### src/rtl/acmp_pkg.sv
package acmp_pkg;
  localparam int ADDR_W = 4;

  localparam logic [ADDR_W-1:0] ADDR_CTRL   = 4'd0;
  localparam logic [ADDR_W-1:0] ADDR_STATUS = 4'd1;
  localparam logic [ADDR_W-1:0] ADDR_MASK   = 4'd2;
  localparam logic [ADDR_W-1:0] ADDR_MSET   = 4'd3;
  localparam logic [ADDR_W-1:0] ADDR_MCLR   = 4'd4;
  localparam logic [ADDR_W-1:0] ADDR_PEND   = 4'd5;
  localparam logic [ADDR_W-1:0] ADDR_PCLR   = 4'd6;
  localparam logic [ADDR_W-1:0] ADDR_TEST   = 4'd7;
  localparam int                CFG_BASE    = 8;

  localparam int CTRL_EN     = 0;
  localparam int CTRL_EVIN   = 1;
  localparam int CTRL_USTART = 2;
  localparam int CTRL_ESTART = 3;
  localparam int CTRL_TEST   = 7;
  localparam int TEST_VAL_LSB = 8;

  typedef enum logic [1:0] {
    MODE_OFF   = 2'd0,
    MODE_CONT  = 2'd1,
    MODE_USER  = 2'd2,
    MODE_EVENT = 2'd3
  } measMode_e;

  typedef enum logic [1:0] {
    INT_HIGH   = 2'd0,
    INT_LOW    = 2'd1,
    INT_TOGGLE = 2'd2,
    INT_DONE   = 2'd3
  } intCond_e;

  typedef struct packed {
    logic      stayOn;
    logic      evtHigh;
    logic      evtLow;
    intCond_e  intSel;
    measMode_e mode;
  } chanCfg_t;

  localparam int CFG_W = $bits(chanCfg_t);

  typedef struct packed {
    logic globalEn;
    logic userGo;
    logic eventGo;
  } acmpStrobe_t;
endpackage

### src/rtl/acmp_chan.sv
module acmp_chan
  import acmp_pkg::*;
#(
  parameter int STARTUP_CYCLES = 8
) (
  input  logic        clk,
  input  logic        rstN,
  input  acmpStrobe_t strobe,
  input  chanCfg_t    cfg,
  input  logic        testOverride,
  input  logic        testValue,
  input  logic        cmpRaw,
  input  logic        cmpReady,
  output logic [1:0]  statusPair,
  output logic [1:0]  intPair,
  output logic        evtOut
);
  localparam int CNT_W = (STARTUP_CYCLES > 1) ? $clog2(STARTUP_CYCLES) : 1;
  localparam logic [CNT_W-1:0] CNT_LAST = CNT_W'(STARTUP_CYCLES - 1);

  logic [1:0]       syncQ;
  logic             trigQ, warmQ, compQ, evtQ;
  logic [CNT_W-1:0] cntQ;

  logic cmpEff, active, startReq, needPower, warmEff, measure, condHit, startupHit;

  // synchronized comparator output, optionally replaced by the test value
  assign cmpEff    = testOverride ? testValue : syncQ[1];
  assign active    = strobe.globalEn && (cfg.mode != MODE_OFF);
  assign startReq  = ((cfg.mode == MODE_USER)  && strobe.userGo) ||
                     ((cfg.mode == MODE_EVENT) && strobe.eventGo);
  assign needPower = (cfg.mode == MODE_CONT) || trigQ || startReq;
  assign warmEff   = cfg.stayOn || warmQ;
  assign measure   = active && warmEff && cmpReady &&
                     ((cfg.mode == MODE_CONT) || trigQ);
  assign startupHit = active && !cfg.stayOn && !warmQ && needPower &&
                      (cntQ == CNT_LAST);

  always_comb begin
    unique case (cfg.intSel)
      INT_HIGH:   condHit = cmpEff;
      INT_LOW:    condHit = !cmpEff;
      INT_TOGGLE: condHit = cmpEff != compQ;
      default:    condHit = 1'b1;
    endcase
  end

  always_ff @(posedge clk or negedge rstN) begin
    if (!rstN) begin
      syncQ <= '0;
      trigQ <= 1'b0;
      warmQ <= 1'b0;
      cntQ  <= '0;
      compQ <= 1'b0;
      evtQ  <= 1'b0;
    end else begin
      syncQ <= {syncQ[0], cmpRaw};
      if (!active) begin
        trigQ <= 1'b0;
        warmQ <= 1'b0;
        cntQ  <= '0;
      end else begin
        if (measure && (cfg.mode != MODE_CONT)) begin
          trigQ <= startReq;
          if (!cfg.stayOn) warmQ <= 1'b0;
        end else if (startReq) begin
          trigQ <= 1'b1;
        end
        if (startupHit) begin
          warmQ <= 1'b1;
          cntQ  <= '0;
        end else if (!warmEff && needPower) begin
          cntQ <= cntQ + 1'b1;
        end
      end
      if (measure) compQ <= cmpEff;
      evtQ <= measure && ((cfg.evtHigh && cmpEff) || (cfg.evtLow && !cmpEff));
    end
  end

  assign statusPair = {active && warmEff && cmpReady, compQ};
  assign intPair    = {startupHit, measure && condHit};
  assign evtOut     = evtQ;
endmodule

### src/rtl/acmp_datapath.sv
module acmp_datapath
  import acmp_pkg::*;
#(
  parameter int NUM_CH         = 4,
  parameter int STARTUP_CYCLES = 8
) (
  input  logic                  clk,
  input  logic                  rstN,
  input  acmpStrobe_t           strobe,
  input  chanCfg_t [NUM_CH-1:0] cfg,
  input  logic [NUM_CH-1:0]     testOverride,
  input  logic [NUM_CH-1:0]     testValue,
  input  logic [NUM_CH-1:0]     cmpRaw,
  input  logic [NUM_CH-1:0]     cmpReady,
  output logic [2*NUM_CH-1:0]   statusBits,
  output logic [2*NUM_CH-1:0]   intSet,
  output logic [NUM_CH-1:0]     evtOut
);
  for (genvar g = 0; g < NUM_CH; g++) begin : g_ch
    acmp_chan #(.STARTUP_CYCLES(STARTUP_CYCLES)) u_ch (
      .clk          (clk),
      .rstN         (rstN),
      .strobe       (strobe),
      .cfg          (cfg[g]),
      .testOverride (testOverride[g]),
      .testValue    (testValue[g]),
      .cmpRaw       (cmpRaw[g]),
      .cmpReady     (cmpReady[g]),
      .statusPair   (statusBits[2*g +: 2]),
      .intPair      (intSet[2*g +: 2]),
      .evtOut       (evtOut[g])
    );
  end
endmodule

### src/rtl/acmp_regs.sv
module acmp_regs
  import acmp_pkg::*;
#(
  parameter int NUM_CH = 4,
  parameter int DATA_W = 32
) (
  input  logic                  clk,
  input  logic                  rstN,
  input  logic                  wrEn,
  input  logic [ADDR_W-1:0]     addr,
  input  logic [DATA_W-1:0]     wrData,
  output logic [DATA_W-1:0]     rdData,
  input  logic                  periphEvent,
  input  logic [2*NUM_CH-1:0]   statusBits,
  input  logic [2*NUM_CH-1:0]   intSet,
  output acmpStrobe_t           strobe,
  output chanCfg_t [NUM_CH-1:0] cfg,
  output logic [NUM_CH-1:0]     testOverride,
  output logic [NUM_CH-1:0]     testValue,
  output logic                  irq
);
  localparam int IW = 2 * NUM_CH;

  logic              globalEnQ, evtInQ, testModeQ, userGoQ, eventGoQ;
  logic [IW-1:0]     maskQ, pendQ;
  logic [NUM_CH-1:0] testEnQ, testValQ;
  chanCfg_t [NUM_CH-1:0] cfgQ;

  logic          wrCtrl;
  logic [IW-1:0] pendClr;

  assign wrCtrl  = wrEn && (addr == ADDR_CTRL);
  assign pendClr = (wrEn && (addr == ADDR_PCLR)) ? wrData[IW-1:0] : '0;

  always_ff @(posedge clk or negedge rstN) begin
    if (!rstN) begin
      globalEnQ <= 1'b0;
      evtInQ    <= 1'b0;
      testModeQ <= 1'b0;
      userGoQ   <= 1'b0;
      eventGoQ  <= 1'b0;
      maskQ     <= '0;
      pendQ     <= '0;
      testEnQ   <= '0;
      testValQ  <= '0;
      cfgQ      <= '0;
    end else begin
      userGoQ  <= wrCtrl && wrData[CTRL_USTART];
      eventGoQ <= periphEvent && evtInQ && globalEnQ;
      if (wrCtrl) begin
        globalEnQ <= wrData[CTRL_EN];
        evtInQ    <= wrData[CTRL_EVIN];
        testModeQ <= wrData[CTRL_TEST];
      end
      if (wrEn && (addr == ADDR_MSET)) maskQ <= maskQ | wrData[IW-1:0];
      if (wrEn && (addr == ADDR_MCLR)) maskQ <= maskQ & ~wrData[IW-1:0];
      pendQ <= (pendQ & ~pendClr) | intSet;
      if (wrEn && (addr == ADDR_TEST)) begin
        testEnQ  <= wrData[NUM_CH-1:0];
        testValQ <= wrData[TEST_VAL_LSB +: NUM_CH];
      end
      for (int i = 0; i < NUM_CH; i++) begin
        if (wrEn && (addr == ADDR_W'(CFG_BASE + i))) cfgQ[i] <= chanCfg_t'(wrData[CFG_W-1:0]);
      end
    end
  end

  always_comb begin
    rdData = '0;
    case (addr)
      ADDR_CTRL: begin
        rdData[CTRL_EN]     = globalEnQ;
        rdData[CTRL_EVIN]   = evtInQ;
        rdData[CTRL_ESTART] = eventGoQ;
        rdData[CTRL_TEST]   = testModeQ;
      end
      ADDR_STATUS: rdData[IW-1:0] = statusBits;
      ADDR_MASK:   rdData[IW-1:0] = maskQ;
      ADDR_PEND:   rdData[IW-1:0] = pendQ;
      ADDR_TEST: begin
        rdData[NUM_CH-1:0]             = testEnQ;
        rdData[TEST_VAL_LSB +: NUM_CH] = testValQ;
      end
      default: begin
        for (int i = 0; i < NUM_CH; i++) begin
          if (addr == ADDR_W'(CFG_BASE + i)) rdData[CFG_W-1:0] = cfgQ[i];
        end
      end
    endcase
  end

  assign strobe       = '{globalEn: globalEnQ, userGo: userGoQ, eventGo: eventGoQ};
  assign cfg          = cfgQ;
  assign testOverride = {NUM_CH{testModeQ}} & testEnQ;
  assign testValue    = testValQ;
  assign irq          = |(pendQ & maskQ);
endmodule

### src/rtl/cmp_meas_ctrl.sv
module cmp_meas_ctrl
  import acmp_pkg::*;
#(
  parameter int NUM_CH         = 4,
  parameter int STARTUP_CYCLES = 8,
  parameter int DATA_W         = 32
) (
  input  logic              clk,
  input  logic              rstN,
  input  logic              regWrEn,
  input  logic [3:0]        regAddr,
  input  logic [DATA_W-1:0] regWrData,
  output logic [DATA_W-1:0] regRdData,
  input  logic [NUM_CH-1:0] cmpRaw,
  input  logic [NUM_CH-1:0] cmpReady,
  input  logic              periphEvent,
  output logic [NUM_CH-1:0] evtOut,
  output logic              irq
);
  acmpStrobe_t           strobe;
  chanCfg_t [NUM_CH-1:0] cfg;
  logic [NUM_CH-1:0]     testOverride, testValue;
  logic [2*NUM_CH-1:0]   statusBits, intSet;

  acmp_regs #(.NUM_CH(NUM_CH), .DATA_W(DATA_W)) u_regs (
    .clk          (clk),
    .rstN         (rstN),
    .wrEn         (regWrEn),
    .addr         (regAddr),
    .wrData       (regWrData),
    .rdData       (regRdData),
    .periphEvent  (periphEvent),
    .statusBits   (statusBits),
    .intSet       (intSet),
    .strobe       (strobe),
    .cfg          (cfg),
    .testOverride (testOverride),
    .testValue    (testValue),
    .irq          (irq)
  );

  acmp_datapath #(.NUM_CH(NUM_CH), .STARTUP_CYCLES(STARTUP_CYCLES)) u_dp (
    .clk          (clk),
    .rstN         (rstN),
    .strobe       (strobe),
    .cfg          (cfg),
    .testOverride (testOverride),
    .testValue    (testValue),
    .cmpRaw       (cmpRaw),
    .cmpReady     (cmpReady),
    .statusBits   (statusBits),
    .intSet       (intSet),
    .evtOut       (evtOut)
  );
endmodule

### config.mk
export PLATFORM = sky130hd
export DESIGN_NAME = cmp_meas_ctrl
export DESIGN_NICKNAME = d
export VERILOG_FILES = /design/src/rtl/acmp_pkg.sv /design/src/rtl/acmp_chan.sv /design/src/rtl/acmp_datapath.sv /design/src/rtl/acmp_regs.sv /design/src/rtl/cmp_meas_ctrl.sv
export SDC_FILE = /design/constraint.sdc
export NUM_CORES = 1
export LEC_CHECK = 0
export CAP_MARGIN = 25
export CELL_PAD_IN_SITES_DETAIL_PLACEMENT = 0
export CELL_PAD_IN_SITES_GLOBAL_PLACEMENT = 1
export CORE_MARGIN = 4
export CORE_UTILIZATION = 54
export DETAILED_ROUTE_END_ITERATION = 10
export DONT_BUFFER_PORTS = 1
export GPL_TIMING_DRIVEN = 1
export PLACE_DENSITY = 0.85
export RECOVER_POWER = 25
export SLEW_MARGIN = 20
export SYNTH_ARGS = -nofsm -noshare
export SYNTH_HDL_FRONTEND = slang
export SYNTH_SLANG_ARGS = --single-unit
### constraint.sdc
create_clock -name clk -period 2.4 [get_ports clk]
set_input_delay 0.48 -clock clk [delete_from_list [all_inputs] [get_ports clk]]
set_output_delay 0.48 -clock clk [all_outputs]
set_load 0.02 [all_outputs]
==> flow_summary_export.csv, run 1 <==
group,metric,value,unit
status,violations,"negative hold slack",
clock_network,cts_tree,"built",
min_path,worstHoldPathType,"in -> async",
logic_synthesis,netlist_top_cells_area,"dfrtp_1, mux2_2, a21oi_1",
placement,dpl_worst_slack,356,ps
pwr,power_frac_seq,50.6,%
timing,slew_headroom,52.6,%
timing,worst_pin_slew,704,ps
worst_setup_path,cp.required,1920,ps
routing,drt_wl_total,12.3,mm
floorplanning,fp-row-count,34,
finish,n_fill_cell,773,
routing,via_per_inst,6.35,
finish,layout-drive-gt1-share,18.2,%
global_routing,grt_usage,23.4,%
worst_setup_path,path_delay_family,"compound AO/OA/AOI/OAI gates",
pwr,power.internal,2850,uW
finish,diodes,0,
worst_setup_path,critPathCaptureType,"primary output",
floorplanning,die_area,10900,um^2
placement,place.gp.congestion,0.956,
worst_setup_path,worstSetupStartpointType,"register",
pwr,leakagePower,0.00231,uW
pwr,power_per_cell_area,782,nW/um^2
flow_run,maxCapViolCount,0,
logic_synthesis,netlist_instances,471,
timing,setup_slack,79.4,ps
worst_setup_path,path_class,"reg -> out",
timing,setup_viol,0,
timing,tns,0,ps
clock_network,cts.sinks,93,
timing,finClkSkew,14.9,ps
clock_network,cts_buffers,9,
placement,placed_cells_incl_taps,571,
logic_synthesis,yosys_most_used_dff,"dfrtp_1",
logic_synthesis,ys_ff_latch,93,
timing,fmax,0.431,GHz
timing,min_period,2320,ps
clock_network,clockBufferDepth,2,
clock_network,h-tree-depth,3,
clock_network,clk_latency,360,ps
placement,dp_hpwl,8.80,mm
global_routing,antenna_found_initial,0,
timing,holdWs,-204,ps
global_routing,grt_pass1_wl,20.1,mm
routing,num_vias,3762,
status,status,"finished, violations left",
global_routing,grt-ovfl-total,0,
worst_setup_path,path_buf_inv,0,
pwr,peakVddDrop,453,uV
pwr,comb_power_share,21.6,%
finish,seqCellArea,2330,um^2
floorplanning,pin_count,85,
pwr,clkPwrFrac,27.8,%
worst_setup_path,cp_max_fo,3,
pwr,p_sw_share,31.5,%
finish,area_growth,5.90,%
logic_synthesis,avgSynthCellArea,10.7,um^2
logic_synthesis,seq_area_frac_synth,46.3,%
floorplanning,die_x,105,um
logic_synthesis,synthArstFlopShare,100,%
finish,fin_cells,592,
worst_setup_path,path_cells,"mux4_2 > a22o_1 > o31a_1",
timing,drv_slew,0,
floorplanning,dieHeight,105,um
routing,ant_nets,0,
clock_network,clk_pin_slew,100,ps
pwr,power.total,4170,uW
logic_synthesis,synth_edf_count,0,
logic_synthesis,syn_area,5030,um^2
timing,rsz0062_at_grt,"false",
logic_synthesis,yosys.area.top_type,"dfrtp_1",
finish,nNetsFinal,535,
worst_setup_path,cpPeakStageDelay,480,ps
logic_synthesis,ys_warn_count,0,
routing,drtIter0Drc,330,
logic_synthesis,netlist.area_leader.share,46.3,%
routing,first_pass_iters,4,
global_routing,grt_pass1_vias,3677,
worst_setup_path,crit_arrival,1840,ps
floorplanning,core_area,8890,um^2
timing,finalCritPeriodShare,96.7,%
finish,multiInputGateArea,2470,um^2
floorplanning,start_util,56.6,%
pwr,switchingPower,1310,uW
logic_synthesis,synth_cell_types,60,
worst_setup_path,critPathSlowestCell,"mux4_2",
clock_network,root_buffer,"clkbuf_8",
timing,final_hold_viol_count,93,
placement,portBuffers,0,
routing,drcViolationCount,0,
routing,routedWlPerCell,20.8,um
global_routing,grt_max_degree,94,
what timing repair did:
item / in CTS / in global routing
gates resized for setup: 1 / 6
endpoints found under the setup margin: 1 / 4
pin swaps: 0 / 2
buffers inserted: 0 / 5
hold endpoints to repair: 93 / 93
Yosys cell counts, types with 8 or more instances:
library cell and instances:
nor2_1 21, mux2i_1 12, inv_1 13, o21ai_0 44
mux2_2 36, ha_1 8, a22oi_1 10, a21oi_1 44
buf_4 27, nand2_1 19, nand3_1 8, dfrtp_1 93
nor2b_1 12
final timing paths:
kind | to | slack [ps] | start | cells after the start
setup / recovery | regRdData[1] | 80 | u_regs.cfg[22]$_DFFE_PN0P_ | 3
hold / removal | u_dp.g_ch[0].u_ch.cntQ[0]$_DFFE_PN0P_ | -200 | rstN | 0
setup reg to reg | u_regs.pendQ[6]$_DFF_PN0_ | 700 | u_regs.testModeQ$_DFFE_PN0P_ | 4
hold reg to reg | u_dp.g_ch[2].u_ch.syncQ[1]$_DFF_PN0_ | 360 | u_dp.g_ch[2].u_ch.syncQ[0]$_DFF_PN0_ | 0
max in group asynchronous | u_regs.cfg[5]$_DFFE_PN0P_ | 2430 | rstN | 0
min in group clk | u_dp.g_ch[2].u_ch.syncQ[0]$_DFF_PN0_ | 130 | cmpRaw[2] | 0
area by class of cell:
class,instances,area share (%)
clock buffers,11,2.47
clock inverters,5,1.60
inverters,13,0.916
multi-input cells,346,46.4
flip-flops and latches,93,43.8
well taps,108,2.54
repair buffers,16,2.26
per-stage QoR:
stage / utilization (%) / cell area [um^2]
floorplan: - / 5100
global route: 59.9 / 5330
finish: 59.9 / 5330
CTS: 59.4 / 5280
global placement: 56.9 / 5060
detailed placement: 56.9 / 5060
cells in the final DEF (no fill, tap or decap), drive strengths merged, types with 3 or more instances in the layout:
| cell type | n |
|---|---|
| nand3b | 3 |
| ha | 8 |
| buf | 16 |
| a221oi | 4 |
| o2bb2ai | 4 |
| nor3 | 3 |
| or3 | 4 |
| and3 | 7 |
| conb | 20 |
| nand4b | 3 |
| o21a | 3 |
| a32oi | 4 |
| mux2i | 12 |
| or4 | 4 |
| nand2 | 19 |
| a21oi | 44 |
| a21boi | 5 |
| a22oi | 10 |
| nand2b | 6 |
| mux2 | 36 |
| or2 | 4 |
| o31ai | 3 |
| and2 | 7 |
| mux4 | 7 |
| o21ai | 48 |
| dfrtp | 93 |
| nand3 | 9 |
| inv | 13 |
| nor2 | 23 |
| clkbuf | 11 |
| nor2b | 12 |
| nand4 | 3 |
| o41ai | 5 |
cells by family (layout without fill, tap and decap cells):
kind of cell               after synthesis  count (layout)  synth area share, %
other                                    1              20               0.0746
adders and majority gates                8               8                 1.99
and+or+nand+nor                        117             117                 13.8
AOI/OAI and AO/OA                      146             146                 18.1
muxes                                   55              55                 13.7
buffers and inverters                   51              45                 6.12
DFF                                     93              93                 46.3
layer usage:
metal,vias up,share of wire (%),GRT usage (%)
met2,152,48,36.7
li1,1737,-,-
met5,-,0,0
met4,0,2.8,8.36
met1,1846,42,32.0
met3,27,7.0,5.40
power groups by stage:
stage | sequential, uW | combinational (uW) | clock, uW
after detailed placement | 2140 | 848 | 0
final | 2110 | 900 | 1160
after CTS | 2110 | 853 | 1170
after global routing | 2150 | 1000 | 1250
after floorplan | 2010 | 743 | 0
after global placement | 2130 | 822 | 0
state kept, by name (all words and copies together) (netlist names), named ones only:
name	flops
u_regs.globalEnQ	1
u_regs.eventGoQ	1
u_dp.g_ch.u_ch.warmQ	4
u_dp.g_ch.u_ch.evtOut	4
u_regs.testValue	4
u_dp.g_ch.u_ch.syncQ	8
u_regs.evtInQ	1
u_dp.g_ch.u_ch.trigQ	4
u_regs.pendQ	8
u_regs.userGoQ	1
u_regs.testEnQ	4
u_regs.testModeQ	1
u_dp.g_ch.u_ch.compQ	4
u_regs.cfg	28
u_dp.g_ch.u_ch.cntQ	12
No activity file was read; power rests on OpenSTA's default activity.
==> run 2, diff against run 1 <==
--- a/config.mk
+++ b/config.mk
@@ -8,7 +8,6 @@
 export CAP_MARGIN = 25
 export CELL_PAD_IN_SITES_DETAIL_PLACEMENT = 0
 export CELL_PAD_IN_SITES_GLOBAL_PLACEMENT = 1
-export CORE_MARGIN = 4
 export CORE_UTILIZATION = 54
 export DETAILED_ROUTE_END_ITERATION = 10
 export DONT_BUFFER_PORTS = 1
==> flow_summary_export.csv, run 2 (synthesis gave the netlist of run 1 again) <==
group,metric,value,unit
status,status,"finished, violations left",
status,violations,"design-rule violations, negative hold slack",
pwr,comb_power_share,22.3,%
worst_setup_path,path_class,"reg -> out",
finish,layout-drive-gt1-share,18.7,%
clock_network,cts.sinks,93,
worst_setup_path,cp.required,1920,ps
global_routing,grt_pass1_vias,3694,
placement,dp_hpwl,8.81,mm
global_routing,grt_max_degree,94,
routing,routedWlPerCell,20.7,um
timing,slew_headroom,50.5,%
global_routing,antenna_found_initial,0,
floorplanning,die_area,9700,um^2
worst_setup_path,worstSetupStartpointType,"register",
routing,drtIter0Drc,262,
finish,largest_register_ff_count,28,
floorplanning,die_x,98.5,um
timing,tns,0,ps
global_routing,grt_pass1_wl,19.9,mm
finish,diodes,0,
global_routing,grt_usage,26.9,%
placement,place.gp.congestion,0.992,
finish,mostFrequentLayoutCells,"dfrtp_1, o21ai_0, a21oi_1, mux2_2",
worst_setup_path,crit_arrival,1860,ps
timing,fmax,0.427,GHz
pwr,p_sw_share,33.1,%
floorplanning,dieHeight,98.5,um
pwr,clkPwrFrac,24.7,%
pwr,power_per_cell_area,756,nW/um^2
global_routing,grt-ovfl-total,0,
routing,first_pass_iters,9,
routing,ant_nets,0,
flow_run,maxCapViolCount,0,
clock_network,clk_pin_slew,90,ps
worst_setup_path,cp_max_fo,5,
timing,final_hold_viol_count,93,
pwr,switchingPower,1320,uW
routing,num_vias,3748,
timing,worst_pin_slew,735,ps
floorplanning,pin_count,85,
pwr,peakVddDrop,444,uV
floorplanning,start_util,56.8,%
clock_network,cts_tree,"built",
clock_network,clockBufferDepth,2,
clock_network,h-tree-depth,3,
finish,final_common_cell,"dfrtp_1",
pwr,leakagePower,0.00228,uW
finish,nNetsFinal,533,
timing,finalCritPeriodShare,97.6,%
floorplanning,fp-row-count,34,
pwr,power.total,3990,uW
min_path,worstHoldPathType,"in -> async",
clock_network,root_buffer,"clkbuf_8",
pwr,power_frac_seq,53.0,%
timing,setup_viol,0,
routing,drcViolationCount,1,
timing,min_period,2340,ps
worst_setup_path,critPathCaptureType,"primary output",
routing,drt_wl_total,12.2,mm
timing,holdWs,-199,ps
finish,area_growth,4.85,%
pwr,power.internal,2670,uW
clock_network,cts_buffers,9,
routing,via_per_inst,6.35,
timing,finClkSkew,13.8,ps
floorplanning,core_area,8850,um^2
timing,drv_slew,0,
clock_network,clk_latency,360,ps
placement,portBuffers,0,
timing,rsz0062_at_grt,"false",
==> run 2: cell count changes in the layout (fill, tap and decap cells not counted), moves of 2 or more <==
cell        previous run  this run
inv_6                  0         2
clkinvlp_4             1         3
clkbuf_1               2         0
bufinv_16              2         0
buf_4                 16        14
clkinv_4               2         0
==> run 2: cell type report <==
cell class | instances | area [um^2]
clock buffer | 10 | 138
tap | 108 | 135
sequential | 93 | 2330
timing repair buffer | 14 | 105
inverter | 13 | 48.8
fill | 781 | 3570
multi-input combinational | 346 | 2470
clock inverter | 6 | 45.0
==> run 2: final timing paths <==
| path | start | end | slack [ps] | cells past startpoint |
|---|---|---|---|---|
| max in group asynchronous | rstN | u_regs.pendQ[6]$_DFF_PN0_ | 2430 | 0 |
| worst max register to register | u_regs.userGoQ$_DFF_PN0_ | u_dp.g_ch[1].u_ch.cntQ[2]$_DFFE_PN0P_ | 700 | 4 |
| worst min-delay path | rstN | u_dp.g_ch[0].u_ch.cntQ[0]$_DFFE_PN0P_ | -200 | 0 |
| min in group clk | cmpRaw[3] | u_dp.g_ch[3].u_ch.syncQ[0]$_DFF_PN0_ | 130 | 0 |
| worst min register to register | u_dp.g_ch[0].u_ch.syncQ[0]$_DFF_PN0_ | u_dp.g_ch[0].u_ch.syncQ[1]$_DFF_PN0_ | 360 | 0 |
| worst max-delay path | u_regs.cfg[22]$_DFFE_PN0P_ | regRdData[1] | 60 | 3 |
==> run 2: repair_timing <==
item / 4_1_cts / 5_1_grt
endpoints found under the hold margin: 93 / 93
setup buffers: 0 / 5
endpoints found under the setup margin: 0 / 3
resized for setup: 0 / 8
==> run 2: power groups by stage <==
| stage | Combinational (uW) | Clock [uW] | Sequential, uW |
|---|---|---|---|
| 2_1_floorplan | 743 | 0 | 2010 |
| 3_3_place_gp | 810 | 0 | 2140 |
| 3_5_place_dp | 834 | 0 | 2150 |
| 4_1_cts | 839 | 1000 | 2120 |
| 5_1_grt | 978 | 1070 | 2160 |
| 6_report | 888 | 987 | 2110 |
==> run 2: critical path, stage by stage, from the launching register on <==
cell     delay (ps)
dfrtp_2         450
mux4_2          480
a22o_1          190
o31a_1          390
==> run 2: metrics by stage <==
stage	hold WS, ps	utilization [%]	setup WS [ps]	cell area [um^2]	cells
after floorplan	184	-	291	5100	490
after global placement	186	57.0	341	5040	569
after detailed placement	187	57.0	336	5040	569
after CTS	-211	59.1	5.44	5230	585
after global routing	-223	59.6	15.0	5270	590
final	-199	59.6	58.0	5270	590
==> run 2: layer usage <==
layer / vias up / track usage (%) / wire [um]
li1: 1734 / - / -
met1: 1865 / 36.3 / 5340
met2: 128 / 43.9 / 5870
met3: 21 / 5.53 / 669
met4: 0 / 8.61 / 313
met5: - / 0 / 0
